$ cat config.mk
export PLATFORM = sky130hd
export DESIGN_NAME = gap_defer_timer
export DESIGN_NICKNAME = d
export VERILOG_FILES = /design/src/rtl/gap_defer_pkg.sv /design/src/rtl/gap_cfg_shadow.sv /design/src/rtl/gap_counter.sv /design/src/rtl/gap_defer_timer.sv
export SDC_FILE = /design/constraint.sdc
export NUM_CORES = 1
export LEC_CHECK = 0
export ABC_AREA = 1
export BUFFER_PORTS_ARGS = -buffer_cell sky130_fd_sc_hd__buf_4
export CAP_MARGIN = 10
export CELL_PAD_IN_SITES_DETAIL_PLACEMENT = 1
export CELL_PAD_IN_SITES_GLOBAL_PLACEMENT = 1
export CORE_ASPECT_RATIO = 1.25
export CORE_MARGIN = 10
export CORE_UTILIZATION = 40
export DETAILED_ROUTE_END_ITERATION = 10
export PLACE_DENSITY_LB_ADDON = 0.12
export SKIP_LAST_GASP = 1
export SLEW_MARGIN = 20
export SYNTH_ARGS = -nofsm -noshare
export SYNTH_HDL_FRONTEND = slang
export SYNTH_SLANG_ARGS = --single-unit
$ cat constraint.sdc
create_clock -name clk -period 3.8 [get_ports clk]
set_input_delay 0.19 -clock clk [delete_from_list [all_inputs] [get_ports clk]]
set_output_delay 0.19 -clock clk [all_outputs]
set_load 0.01 [all_outputs]
$ cat src/rtl/gap_defer_pkg.sv
package gap_defer_pkg;
  // Position of the running count relative to the two thresholds
  typedef enum logic [1:0] {
    ZONE_OFF    = 2'd0,  // port disabled
    ZONE_BLIND  = 2'd1,  // carrier restarts the gap
    ZONE_COMMIT = 2'd2,  // carrier ignored
    ZONE_DONE   = 2'd3   // gap complete
  } gap_zone_e;
endpackage

$ cat src/rtl/gap_cfg_shadow.sv
module gap_cfg_shadow #(
  parameter int unsigned FIELD_W     = 5,
  parameter int unsigned STEP_SH     = 2,
  parameter int unsigned MIN_UNITS   = 3,
  parameter int unsigned RESET_UNITS = 24,
  localparam int unsigned BT_W       = FIELD_W + STEP_SH
) (
  input  logic               clk,
  input  logic               rst_n,
  input  logic               load,
  input  logic [FIELD_W-1:0] field,
  output logic [BT_W-1:0]    bit_times
);
  logic [FIELD_W-1:0] units;

  // values below the legal minimum are raised to it
  always_comb begin
    if (field < FIELD_W'(MIN_UNITS)) units = FIELD_W'(MIN_UNITS);
    else                             units = field;
  end

  always_ff @(posedge clk) begin
    if (!rst_n)     bit_times <= BT_W'(RESET_UNITS) << STEP_SH;
    else if (load)  bit_times <= {units, {STEP_SH{1'b0}}};
  end
endmodule

$ cat src/rtl/gap_counter.sv
module gap_counter
  import gap_defer_pkg::*;
#(
  parameter int unsigned CNT_W = 7
) (
  input  logic             clk,
  input  logic             rst_n,
  input  logic             en,
  input  logic             tick,
  input  logic             crs,
  input  logic [CNT_W-1:0] gap_bt,
  input  logic [CNT_W-1:0] blind_bt,
  output logic [CNT_W-1:0] cnt,
  output gap_zone_e        zone
);
  always_comb begin
    if (!en)                 zone = ZONE_OFF;
    else if (cnt == gap_bt)  zone = ZONE_DONE;
    else if (cnt < blind_bt) zone = ZONE_BLIND;
    else                     zone = ZONE_COMMIT;
  end

  always_ff @(posedge clk) begin
    if (!rst_n) begin
      cnt <= '0;
    end else begin
      unique case (zone)
        ZONE_OFF:    cnt <= '0;
        ZONE_BLIND:  if (crs) cnt <= '0;
                     else if (tick) cnt <= cnt + CNT_W'(1);
        ZONE_COMMIT: if (tick) cnt <= cnt + CNT_W'(1);
        ZONE_DONE:   if (crs) cnt <= '0;
        default:     cnt <= '0;
      endcase
    end
  end

  // early carrier restarts the gap
  assert_early_carrier_restart_R4: assert property (@(posedge clk) disable iff (!rst_n)
    (en && crs && cnt < blind_bt && cnt != gap_bt) |=> (cnt == '0));

  // carrier past the blinder point does not disturb counting
  assert_late_carrier_ignored_R5: assert property (@(posedge clk) disable iff (!rst_n)
    (en && crs && tick && cnt >= blind_bt && cnt < gap_bt) |=> (cnt == $past(cnt) + CNT_W'(1)));

  // carrier on a completed gap forces a new deferral
  assert_done_carrier_restart_R6: assert property (@(posedge clk) disable iff (!rst_n)
    (en && crs && cnt == gap_bt) |=> (cnt == '0));

  // no tick and a quiet medium means no movement
  assert_hold_without_tick_R7: assert property (@(posedge clk) disable iff (!rst_n)
    (en && !tick && !crs && $past(en)) |=> $stable(cnt));

  // disabled port keeps the count cleared
  assert_disabled_clear_R9: assert property (@(posedge clk) disable iff (!rst_n)
    !en |=> (cnt == '0));
endmodule

$ cat src/rtl/gap_defer_timer.sv
module gap_defer_timer
  import gap_defer_pkg::*;
#(
  parameter int unsigned FIELD_W      = 5,
  parameter int unsigned STEP_SH      = 2,
  parameter int unsigned GAP_MIN      = 3,
  parameter int unsigned BLIND_MIN    = 3,
  parameter int unsigned GAP_RESET    = 24,
  parameter int unsigned BLIND_RESET  = 16,
  localparam int unsigned CNT_W       = FIELD_W + STEP_SH,
  localparam int unsigned N_FIELDS    = 2
) (
  input  logic               clk,
  input  logic               rst_n,
  input  logic               port_en,
  input  logic               bit_tick,
  input  logic               crs,
  input  logic               tx_req,
  input  logic [FIELD_W-1:0] cfg_gap,
  input  logic [FIELD_W-1:0] cfg_blind,
  output logic               tx_ok
);
  localparam int unsigned MINS   [N_FIELDS] = '{GAP_MIN, BLIND_MIN};
  localparam int unsigned RESETS [N_FIELDS] = '{GAP_RESET, BLIND_RESET};

  logic [FIELD_W-1:0] fields [N_FIELDS];
  logic [CNT_W-1:0]   thr    [N_FIELDS];
  logic [CNT_W-1:0]   gap_bt, blind_bt, cnt;
  gap_zone_e          zone;

  assign fields[0] = cfg_gap;
  assign fields[1] = cfg_blind;

  // one shadow register per threshold, loaded only while disabled
  for (genvar i = 0; i < N_FIELDS; i++) begin : g_shadow
    gap_cfg_shadow #(
      .FIELD_W(FIELD_W), .STEP_SH(STEP_SH),
      .MIN_UNITS(MINS[i]), .RESET_UNITS(RESETS[i])
    ) u_shadow (
      .clk(clk), .rst_n(rst_n), .load(!port_en),
      .field(fields[i]), .bit_times(thr[i])
    );
  end

  assign gap_bt   = thr[0];
  assign blind_bt = thr[1];

  gap_counter #(.CNT_W(CNT_W)) u_count (
    .clk(clk), .rst_n(rst_n), .en(port_en), .tick(bit_tick), .crs(crs),
    .gap_bt(gap_bt), .blind_bt(blind_bt), .cnt(cnt), .zone(zone)
  );

  assign tx_ok = tx_req && (zone == ZONE_DONE);

  // the counter never runs past the captured gap
  assert_count_bounded_R2: assert property (@(posedge clk) disable iff (!rst_n)
    (cnt <= gap_bt));

  // thresholds frozen while the port stays enabled
  assert_cfg_frozen_R8: assert property (@(posedge clk) disable iff (!rst_n)
    (port_en && $past(port_en)) |-> ($stable(gap_bt) && $stable(blind_bt)));

  // permission needs a request and an enabled port
  assert_ok_needs_req_R11: assert property (@(posedge clk) disable iff (!rst_n)
    tx_ok |-> (tx_req && port_en));

  // clamped minimum for both thresholds
  assert_min_threshold_R3: assert property (@(posedge clk) disable iff (!rst_n)
    (gap_bt >= CNT_W'(GAP_MIN << STEP_SH)) && (blind_bt >= CNT_W'(BLIND_MIN << STEP_SH)));
endmodule

==> summary.md <==
| Metric | Value |
|---|---|
| Clock skew | 0.00991 ns |
| Top cells by count, synth | nand2_1, inv_1, dfxtp_1 |
| CP max FO | 7 |
| Min-delay src | cfg_gap[4] |
| Synth area leaders | dfxtp_1, nand2_1, inv_1 |
| Area grow syn2layout | 16.7% |
| Pre-antenna DRT Iters | 4 |
| Core footprint | between 2000 and 3000 sq um |
| Cts bufs inserted | 3 |
| PwrDens | between 200 and 300 nW/um^2 |
| First-pass GRT wire length | just over 5000 um |
| Maximum VDD drop | 181 uV |
| Final Setup Violations | 0 |
| Worst R2R Start | u_count.cnt[5]$_SDFFE_PN0P_ |
| Non-filler cells, final | 208 |
| Hold Violations, Final | 0 |
| Worst-case hold path end point | g_shadow[0].u_shadow.bit_times[6]$_SDFFE_PN1N_ |
| Mean Syn Cell Area | 6.75 sq um |
| Root buffer cell | clkbuf_4 |
| Final ANT Viol Nets | 0 |
| CTS Sinks | 17 |
| Most used DFF post-synth | dfxtp_1 |
| CTS hold repair buffers | 0 |
| Clk_lat worst skew | 0.31 ns |
| I/O Pins | 17 |
| Yosys warns | 0 |
| Worst Path Class, Setup | flip-flop to output port |
| Min Tclk post-route | 1.91 ns |
| Total track usage | between 10% and 20% |
| Post-Route WL | ~3000 um |
| Hold crit path type | input port to flip-flop |
| Post-CTS Setup Repair Bufs | 0 |
| Die area | 5140 sq um |
| Placed Instances | 204 |
| WP data arrival | 1.72 ns |
| CP startpoint kind | flip-flop |
| Slew headroom | between 70% and 80% |
| Fraction of layout cells with a size suffix above 1 | 20.0% |
| Seq/Total Area, Yosys | 31.9% |
| Die height | 77.7 um |
| Cells after synthesis | 158 |
| Post-synth EDFFs | 0 |
| Die width | roughly 66 um |
| Initial antenna violation count | 0 |
| Count of cell types in the netlist | 25 |
| Hold slack | 0.0982 ns |
| Seq cells post-synth | 17 |
| Vias/cell | 5.23 |
| Drt wl/cell | 14.5 um |
| Initial Utilization | 42.6% |
| Vias in the first global route | 1138 |
| Nature of the critical path endpoint | output port |
| Length in cells of the worst reg-to-reg path | 9 |
| FP Rows | 20 |
| Residual DRC count | 0 |
| Post-CTS Resized | 0 |
| Vias | 1087 |
| Final core occ | 49.7% |
| IO buf count | 16 |
| Status | finished, final reports clean |
| Reg2Reg Capture Point | u_count.cnt[3]$_SDFFE_PN0P_ |
| Layout Nets | 198 |
| Clock transition at path regs | 0.11 ns |
| H-Tree Depth | 1 |
| Period utilisation layout | between 50% and 60% |
| Mapped Nets | 180 |
| Yosys top cell area share | 31.9% |
| Place WS | 2.18 ns |
| Fmax | roughly 520 MHz |
| 1st-iter DRT viols | 41 |
| Hold Crit Depth | 3 |
| Max-cap violations | 0 |
| Max Slew Vio Count | 0 |
| Fin Setup TNS | 0 ns |
| Overflow after GRT | 0 |
| PnR worst setup slack | 1.89 ns |
| Clock Tree Buf Depth | 2 |
| # diodes | 0 |
| Largest net degree at the start of global routing | 17 |
| Unrepaired setup endpoints after global routing | false |
| Asr flop ratio synth | 0% |
| TritonCTS clock tree | yes |
| Req. time, crit path | roughly 3.6 ns |
| Mapped Area | 1070 sq um |
| HPWL after DPL | 2400 um |
| Area leader, netlist | dfxtp_1 |
| Top-count cell post-synth | nand2_1 |
| Routability cong. | 0.937 |
| Worst slew pin tran | 0.339 ns |
| Leakage | 0.582 nW |
| Flop2flop setup slack | 2.13 ns |
[stage by stage]
step | area, sq um | total power, mW
final | 1240 | 0.353
after global routing | 1240 | 0.375
after CTS | 1240 | 0.358
after detailed placement | 1220 | 0.251
after global placement | 1220 | 0.249
after floorplan | 1070 | 0.228
[flip-flops by register name, summed over array words and instances (netlist names)]
name                         flops
g_shadow.u_shadow.bit_times     10
u_count.cnt                      7
[final cells by class]
type,count,area [sq um]
clock buffer,3,22.5
clock inverter,1,5.00
fill,354,1260
inverter,31,116
multi-input combinational,107,598
sequential,17,340
tap,33,41.3
timing repair buffer,16,120
[where the power goes]
part | switching [mW] | internal (mW) | total [mW] | leakage, nW
Combinational | 0.0328 | 0.0236 | 0.0564 | 0.424
Sequential | 0.00405 | 0.186 | 0.190 | 0.140
Clock | 0.0667 | 0.0394 | 0.106 | 0.0177
Total | 0.104 | 0.249 | 0.353 | 0.582
[how the worst max path moves through the flow]
stage,slack (ns),start,endpoint,cells past startpoint
floorplan,2.43,u_count.cnt[1]$_SDFFE_PN0P_,tx_ok,6
global placement,2.24,u_count.cnt[5]$_SDFFE_PN0P_,u_count.cnt[6]$_SDFFE_PN0P_,9
detailed placement,2.18,u_count.cnt[5]$_SDFFE_PN0P_,u_count.cnt[6]$_SDFFE_PN0P_,9
CTS,1.87,u_count.cnt[5]$_SDFFE_PN0P_,tx_ok,7
global route,1.76,u_count.cnt[5]$_SDFFE_PN0P_,tx_ok,7
finish,1.89,u_count.cnt[5]$_SDFFE_PN0P_,tx_ok,7
[cells by family after synthesis]
| group | count (synthesis) | synth area share, % |
|---|---|---|
| DFF | 17 | 31.9 |
| and+or+nand+nor | 70 | 33.0 |
| AOI/OAI and AO/OA | 30 | 15.3 |
| adders and majority gates | 6 | 7.04 |
| buffers and inverters | 34 | 12.0 |
| xor gates and xnor gates | 1 | 0.822 |
[per-layer routing]
| metal | vias to the layer above | part of all wire (%) | global-route usage, % |
|---|---|---|---|
| li1 | 545 | - | - |
| met3 | 9 | 5.6 | 3.16 |
| met1 | 507 | 44 | 14.1 |
| met5 | - | 0 | 0 |
| met2 | 26 | 48 | 20.9 |
| met4 | 0 | 2.8 | 6.93 |
[critical path, cell delays in order, from the launching register on]
cell and delay, ns:
dfxtp_1 0.54, inv_2 0.09, nand2_2 0.08, nand2_2 0.06, nor2_4 0.12, nand3_4 0.13, nor3b_1 0.22, buf_4 0.16
[layout by cell type (no fill, tap or decap), types with 4 or more instances in the layout]
master    n
nand3_1  10
buf_4    16
a31oi_1   4
ha_1      6
nand2_1  39
dfxtp_1  17
o21ai_0   9
inv_1    22
inv_2     6
nand4_1   5
a21oi_1  11
Note: power is estimated with default switching activity, not from simulation.
